### src/rtl/ecal_pkg.sv
package ecal_pkg;

    localparam int ENERGY_W = 24;
    localparam int FRAC_W   = 8;
    localparam int DIV_W    = 8;
    localparam int GAIN_W   = 12;
    localparam int OFS_W    = 16;
    localparam int ACC_W    = ENERGY_W + DIV_W + FRAC_W;
    localparam int IP_W     = ACC_W - FRAC_W;

    typedef logic signed [ACC_W-1:0] acc_t;
    typedef logic [ENERGY_W-1:0]     energy_t;

    // top two bits of the visible value
    typedef enum logic [1:0] {
        Z_LOW_POS  = 2'b00,
        Z_HIGH_POS = 2'b01,
        Z_HIGH_NEG = 2'b10,
        Z_LOW_NEG  = 2'b11
    } zone_e;

    typedef struct packed {
        logic half;
        logic ovf;
    } level_evt_t;

    // integer part divided by the divider, truncated toward zero
    function automatic energy_t scale_out(acc_t a, logic [DIV_W-1:0] d);
        logic signed [IP_W-1:0] ip;
        logic signed [IP_W-1:0] dd;
        logic signed [IP_W-1:0] q;
        ip = a[ACC_W-1:FRAC_W];
        dd = (d == '0) ? IP_W'(1) : IP_W'(d);
        q  = ip / dd;
        return q[ENERGY_W-1:0];
    endfunction

    function automatic zone_e zone_of(energy_t e);
        return zone_e'(e[ENERGY_W-1 -: 2]);
    endfunction

    function automatic level_evt_t level_events(zone_e p, zone_e c);
        level_evt_t r;
        r.half = (p == Z_LOW_POS  && c == Z_HIGH_POS) ||
                 (p == Z_LOW_NEG  && c == Z_HIGH_NEG);
        r.ovf  = (p == Z_HIGH_POS && c == Z_HIGH_NEG) ||
                 (p == Z_HIGH_NEG && c == Z_HIGH_POS);
        return r;
    endfunction

endpackage

### src/rtl/ecal_tick.sv
module ecal_tick #(
    parameter int TICK_DIV = 4
) (
    input  logic clk,
    input  logic rst,
    output logic tick_o
);
    localparam int CW = (TICK_DIV > 2) ? $clog2(TICK_DIV) : 1;
    localparam logic [CW-1:0] LAST = CW'(TICK_DIV - 1);

    logic [CW-1:0] cnt;

    always_ff @(posedge clk) begin
        if (rst)              cnt <= '0;
        else if (cnt == LAST) cnt <= '0;
        else                  cnt <= cnt + 1'b1;
    end

    assign tick_o = (cnt == LAST);
endmodule

### src/rtl/ecal_scale.sv
module ecal_scale
    import ecal_pkg::*;
#(
    parameter int PWR_W = 24
) (
    input  logic signed [PWR_W-1:0]  pwr_i,
    input  logic signed [GAIN_W-1:0] gain_i,
    input  logic signed [OFS_W-1:0]  ofs_i,
    input  logic                     pos_only_i,
    output acc_t                     inc_o,
    output logic                     neg_o
);
    localparam int PROD_W = PWR_W + GAIN_W;
    localparam int SHIFT  = GAIN_W - FRAC_W;

    logic signed [PROD_W-1:0] prod;
    acc_t base, trim, bias;

    always_comb begin
        prod  = PROD_W'(pwr_i) * PROD_W'(gain_i);
        base  = acc_t'(pwr_i) <<< FRAC_W;
        trim  = acc_t'(prod >>> SHIFT);
        bias  = acc_t'(ofs_i);
        neg_o = pwr_i[PWR_W-1];
        inc_o = (pos_only_i && neg_o) ? '0 : base + trim + bias;
    end
endmodule

### src/rtl/ecal_acc.sv
module ecal_acc
    import ecal_pkg::*;
(
    input  logic             clk,
    input  logic             rst,
    input  logic             tick_i,
    input  acc_t             inc_i,
    input  logic             clr_i,
    input  logic [DIV_W-1:0] div_i,
    output acc_t             acc_o,
    output energy_t          energy_o,
    output logic             evt_half_o,
    output logic             evt_ovf_o
);
    acc_t       acc_q;
    energy_t    vis, vis_q;
    level_evt_t lv;

    always_ff @(posedge clk) begin
        if (rst) begin
            acc_q <= '0;
            vis_q <= '0;
        end else begin
            vis_q <= vis;
            if (clr_i)       acc_q <= tick_i ? inc_i : '0;
            else if (tick_i) acc_q <= acc_q + inc_i;
        end
    end

    always_comb begin
        vis = scale_out(acc_q, div_i);
        lv  = level_events(zone_of(vis_q), zone_of(vis));
    end

    assign acc_o      = acc_q;
    assign energy_o   = vis;
    assign evt_half_o = lv.half;
    assign evt_ovf_o  = lv.ovf;
endmodule

### src/rtl/ecal_linecyc.sv
module ecal_linecyc
    import ecal_pkg::*;
#(
    parameter int LCYC_W = 16
) (
    input  logic              clk,
    input  logic              rst,
    input  logic              tick_i,
    input  acc_t              inc_i,
    input  logic              zc_i,
    input  logic [LCYC_W-1:0] lcyc_i,
    input  logic [DIV_W-1:0]  div_i,
    output energy_t           line_energy_o,
    output logic              evt_lcyc_o
);
    logic [LCYC_W-1:0] hc;
    logic [LCYC_W:0]   hc_next, target;
    logic              period_end;
    acc_t              lacc;
    energy_t           line_q;
    logic              evt_q;

    always_comb begin
        hc_next    = {1'b0, hc} + (LCYC_W+1)'(1);
        target     = (lcyc_i == '0) ? (LCYC_W+1)'(1) : {1'b0, lcyc_i};
        period_end = zc_i && (hc_next >= target);
    end

    always_ff @(posedge clk) begin
        if (rst) begin
            hc     <= '0;
            lacc   <= '0;
            line_q <= '0;
            evt_q  <= 1'b0;
        end else begin
            evt_q <= period_end;
            if (period_end) begin
                hc     <= '0;
                line_q <= scale_out(lacc, div_i);
                lacc   <= tick_i ? inc_i : '0;
            end else begin
                if (zc_i)   hc   <= hc_next[LCYC_W-1:0];
                if (tick_i) lacc <= lacc + inc_i;
            end
        end
    end

    assign line_energy_o = line_q;
    assign evt_lcyc_o    = evt_q;
endmodule

### src/rtl/ecal_energy_acc.sv
module ecal_energy_acc
    import ecal_pkg::*;
#(
    parameter int PWR_W    = 24,
    parameter int LCYC_W   = 16,
    parameter int TICK_DIV = 4
) (
    input  logic                     clk,
    input  logic                     rst,
    input  logic signed [PWR_W-1:0]  pwr_i,
    input  logic signed [GAIN_W-1:0] gain_i,
    input  logic signed [OFS_W-1:0]  ofs_i,
    input  logic [DIV_W-1:0]         div_i,
    input  logic                     pos_only_i,
    input  logic                     zc_i,
    input  logic [LCYC_W-1:0]        lcyc_i,
    input  logic                     rd_clr_i,
    output logic [ENERGY_W-1:0]      energy_o,
    output logic [ENERGY_W-1:0]      line_energy_o,
    output logic                     evt_half_o,
    output logic                     evt_ovf_o,
    output logic                     evt_lcyc_o,
    output logic                     evt_sign_o
);
    logic upd_tick;
    acc_t inc;
    logic inc_neg;
    acc_t acc_int;
    logic last_neg;
    logic sign_q;

    ecal_tick #(.TICK_DIV(TICK_DIV)) u_tick (
        .clk(clk), .rst(rst), .tick_o(upd_tick)
    );

    ecal_scale #(.PWR_W(PWR_W)) u_scale (
        .pwr_i(pwr_i), .gain_i(gain_i), .ofs_i(ofs_i),
        .pos_only_i(pos_only_i), .inc_o(inc), .neg_o(inc_neg)
    );

    ecal_acc u_acc (
        .clk(clk), .rst(rst), .tick_i(upd_tick), .inc_i(inc),
        .clr_i(rd_clr_i), .div_i(div_i), .acc_o(acc_int),
        .energy_o(energy_o), .evt_half_o(evt_half_o), .evt_ovf_o(evt_ovf_o)
    );

    ecal_linecyc #(.LCYC_W(LCYC_W)) u_line (
        .clk(clk), .rst(rst), .tick_i(upd_tick), .inc_i(inc),
        .zc_i(zc_i), .lcyc_i(lcyc_i), .div_i(div_i),
        .line_energy_o(line_energy_o), .evt_lcyc_o(evt_lcyc_o)
    );

    always_ff @(posedge clk) begin
        if (rst) begin
            last_neg <= 1'b0;
            sign_q   <= 1'b0;
        end else begin
            sign_q <= upd_tick && (inc_neg != last_neg);
            if (upd_tick) last_neg <= inc_neg;
        end
    end

    assign evt_sign_o = sign_q;
endmodule

### config.mk
export PLATFORM = sky130hd
export DESIGN_NAME = ecal_energy_acc
export DESIGN_NICKNAME = d
export VERILOG_FILES = /design/src/rtl/ecal_pkg.sv /design/src/rtl/ecal_tick.sv /design/src/rtl/ecal_scale.sv /design/src/rtl/ecal_acc.sv /design/src/rtl/ecal_linecyc.sv /design/src/rtl/ecal_energy_acc.sv
export SDC_FILE = /design/constraint.sdc
export NUM_CORES = 2
export LEC_CHECK = 0
export CORE_MARGIN = 1
export CORE_UTILIZATION = 30
export CTS_BUF_LIST = sky130_fd_sc_hd__clkbuf_4 sky130_fd_sc_hd__clkbuf_8
export DETAILED_ROUTE_END_ITERATION = 12
export SYNTH_ARGS = -nofsm -noshare
export SYNTH_HDL_FRONTEND = slang
export SYNTH_SLANG_ARGS = --single-unit
### constraint.sdc
create_clock -name clk -period 167.5 [get_ports clk]
set_input_delay 33.5 -clock clk [delete_from_list [all_inputs] [get_ports clk]]
set_output_delay 33.5 -clock clk [all_outputs]
set_load 0.02 [all_outputs]
==> results by group <==
Clock network
  – Hold-fix buffers, CTS: 0
  – Root Buffer: clkbuf_8
  – H-tree levels: 4
  – Clock slew at reported path FFs: 100 ps
  – CTS Sinks: 127
  – Longest Clk Path Bufs: 2
  – Skew-Pair Late Insertion Delay: 540 ps
  – Total CTS buffers: 17
  – CTS tree: yes

GRT
  – GR Util All Layers: 18.8%
  – Initial antenna violation count: 7
  – Number of global-route vias before repair: 59174
  – Overall overflow remaining after global route: 0
  – Global-route wire length before repair: 313000 um
  – Pin count of the biggest net entering global routing: 88

Logic synthesis
  – Mapped Avg Cell Area: 7.20 um2
  – Post-synth EDFFs: 0
  – Synth area leaders: ha_1, fa_1, xnor2_1, nand2_1, nor2_1
  – Syn_nets: 9323
  – Synth Instances: 8287
  – Register area share after synthesis: 4.26%
  – Synth cell types: 148
  – Most common flop cell mapped by yosys: dfxtp_1
  – Synth Register Bits: 127
  – Largest area contributor in the netlist: ha_1
  – Ys Warns: 0
  – Post-synth ARST share: 0%
  – Cell area after synthesis: 59700 um2
  – Share of the synthesized area in the top cell type: 14.1%

Final layout
  – Share of cells above drive strength 1: 6.38%
  – Area of the multi-input gates: 53900 um2
  – FF+latch area: 2540 um2
  – Syn-to-layout area delta: 7.92%
  – Nets: 9295
  – Most common cell after layout, fill and taps aside: nand2_1
  – Fillers: 21227
  – Commonest non-fill, non-tap cells in the layout: nand2_1, nor2_1, ha_1

STA
  – Final hold violations: 0
  – Relative slew slack: 23.8%
  – Skew final: 27.4 ps
  – Least-Margin Pin Slew: 1140 ps
  – Tcrit/Tclk final: 95.0%
  – Final setup viols: 0
  – Slew Viols, Final: 0
  – TNS Setup: 0 ps
  – Period minus WS final: 159170 ps
  – Achievable Freq: 6.28 MHz
  – RSZ-0062 raised after global routing: no

Placed design
  – Detail Placement HPWL: 158000 um
  – Gp weighted congestion: 0.923
  – I/O Buffers: 132

Drt
  – Post-route ant nets: 0
  – Pre-Repair DR Iteration Count: 6
  – DR iter-0 viols: 4595
  – Avg WL per Cell: 17.8 um
  – Post-Route WL: 194000 um
  – DR vias: 61484
  – DRC Markers: 0
  – Via/cell ratio: 5.63

Floorplanning
  – Initial Util: 30.2%
  – Core ar.: 197000 um2
  – Chip width: 448 um
  – Top Ports: 133
  – DIE AREA: 201000 um2
  – Row count: 163
  – Die height: 448 um

Worst setup path
  – Worst setup EP type: output pin
  – Critical Path AT: 125670 ps
  – Worst R2R Path Depth: 408
  – Worst R2R Start: u_line.lacc[8]
  – Crit start category: primary input
  – CP most frequent cell: o21a_1
  – Reg2reg setup slack: 67440 ps
  – Crit Path Max Fanout: 26
  – Slowest CP cell: clkdlybuf4s50_1
  – Crit Reg-Reg Endpoint: u_line.line_energy_o[22]
  – Crit Path Category: in -> out
  – Largest stage delay, worst path: 680 ps
  – Critical path required time: 134000 ps

Worst hold path
  – Hold path start: u_tick.cnt[0]
  – Worst Hold End: u_tick.cnt[0]
  – Hold WC Path Type: reg -> reg
  – Min-Delay Path Depth: 1

Run status
  – Status: complete, no violations

Job
  – Max Cap Viol: 0
==> registers in the layout, indices dropped and copies added (netlist names) <==
signal and count:
u_acc.acc_o 40, u_line.lacc 40, u_line.line_energy_o 24, u_line.hc 16, u_acc.vis_q 2, u_tick.cnt 2
evt_sign_o 1, last_neg 1, u_line.evt_lcyc_o 1
==> synth_stat cells, types with 22 or more instances <==
| library cell | n |
|---|---|
| and3_1 | 101 |
| nor2_1 | 746 |
| a211o_1 | 27 |
| a21boi_0 | 33 |
| fa_1 | 285 |
| or3_1 | 97 |
| o21a_1 | 346 |
| or4_1 | 39 |
| o41ai_1 | 29 |
| a31oi_1 | 85 |
| mux2i_1 | 80 |
| o21ai_1 | 26 |
| ha_1 | 670 |
| nor3_1 | 411 |
| a31o_2 | 23 |
| and2_1 | 164 |
| xor2_1 | 160 |
| nor4_1 | 63 |
| buf_2 | 35 |
| a211oi_1 | 52 |
| nor2b_1 | 64 |
| nand2b_1 | 92 |
| o21bai_1 | 121 |
| o31a_1 | 36 |
| o31ai_1 | 172 |
| buf_1 | 22 |
| inv_1 | 592 |
| o21ai_0 | 314 |
| nand3_1 | 222 |
| nand4_1 | 87 |
| nand2_1 | 815 |
| o22ai_1 | 28 |
| a21oi_1 | 545 |
| a22oi_1 | 35 |
| mux2_2 | 97 |
| xnor2_1 | 373 |
| a21o_1 | 130 |
| o211ai_1 | 110 |
| or2_2 | 98 |
| and4_1 | 26 |
| dfxtp_1 | 127 |
| clkbuf_1 | 198 |
==> worst max path at each step <==
stage / depth (start not counted) / startpoint / endpoint
6_report: 404 / div_i[7] / evt_ovf_o
5_1_grt: 408 / div_i[7] / evt_ovf_o
4_1_cts: 406 / div_i[7] / evt_ovf_o
3_5_place_dp: 405 / div_i[7] / evt_ovf_o
3_3_place_gp: 407 / div_i[7] / evt_half_o
2_1_floorplan: 429 / div_i[1] / evt_half_o
==> critical path: cells and delay by family <==
family | cells | cell delay [ps]
mux | 7 | 2180
xor+xnor | 1 | 230
buf+inv | 21 | 4140
fa+ha+maj | 33 | 9720
simple gates | 119 | 26470
compound gates | 223 | 49260
==> cell families after synthesis <==
logic type               Yosys count  synth area share [%]
adder cells (fa/ha/maj)          958                  23.7
multiplexers                     181                  3.28
AO/OA/AOI/OAI                   2440                  28.5
AND/OR/NAND/NOR                 3186                  26.8
XOR/XNOR                         534                  7.85
flip-flops                       127                  4.26
buffers and inverters            861                  5.57
==> timing repair <==
item	in CTS	in global routing
endpoints found under the setup margin	0	26
buffers inserted	0	17
gates resized for setup	0	20
==> layer usage <==
| metal | global-route usage [%] | wire (um) | vias up | part of all wire (%) |
|---|---|---|---|---|
| met5 | 0 | 31 | - | 0.016 |
| met4 | 5.81 | 5630 | 4 | 2.9 |
| met3 | 0.969 | 7490 | 234 | 3.9 |
| met2 | 32.2 | 90500 | 1562 | 47 |
| met1 | 25.2 | 90200 | 29425 | 47 |
| li1 | - | - | 30259 | - |
==> area by class of cell <==
| type | instances | share of cell area, % |
|---|---|---|
| Antenna cell | 3 | 0.0117 |
| Clock buffer | 19 | 0.396 |
| Clock inverter | 13 | 0.235 |
| Inverter | 595 | 3.47 |
| Multi-Input combinational cell | 7299 | 83.7 |
| Sequential cell | 127 | 3.95 |
| Tap cell | 2640 | 5.13 |
| Timing Repair Buffer | 219 | 3.07 |
==> per-stage QoR <==
stage          instances  cell area [um2]  worst slack, ps  utilization, %  hold slack [ps]
3_5_place_dp       10863            63800             5950            32.3              429
2_1_floorplan       8287            59700            16870               -              404
3_3_place_gp       10863            63800             8970            32.3              422
4_1_cts            10895            64200             5590            32.5              444
5_1_grt            10914            64400             27.9            32.6              463
6_report           10915            64400             8330            32.6              444
Power is not shown: default switching activity piles up to over one toggle a cycle in this logic, so the estimate is an artifact.
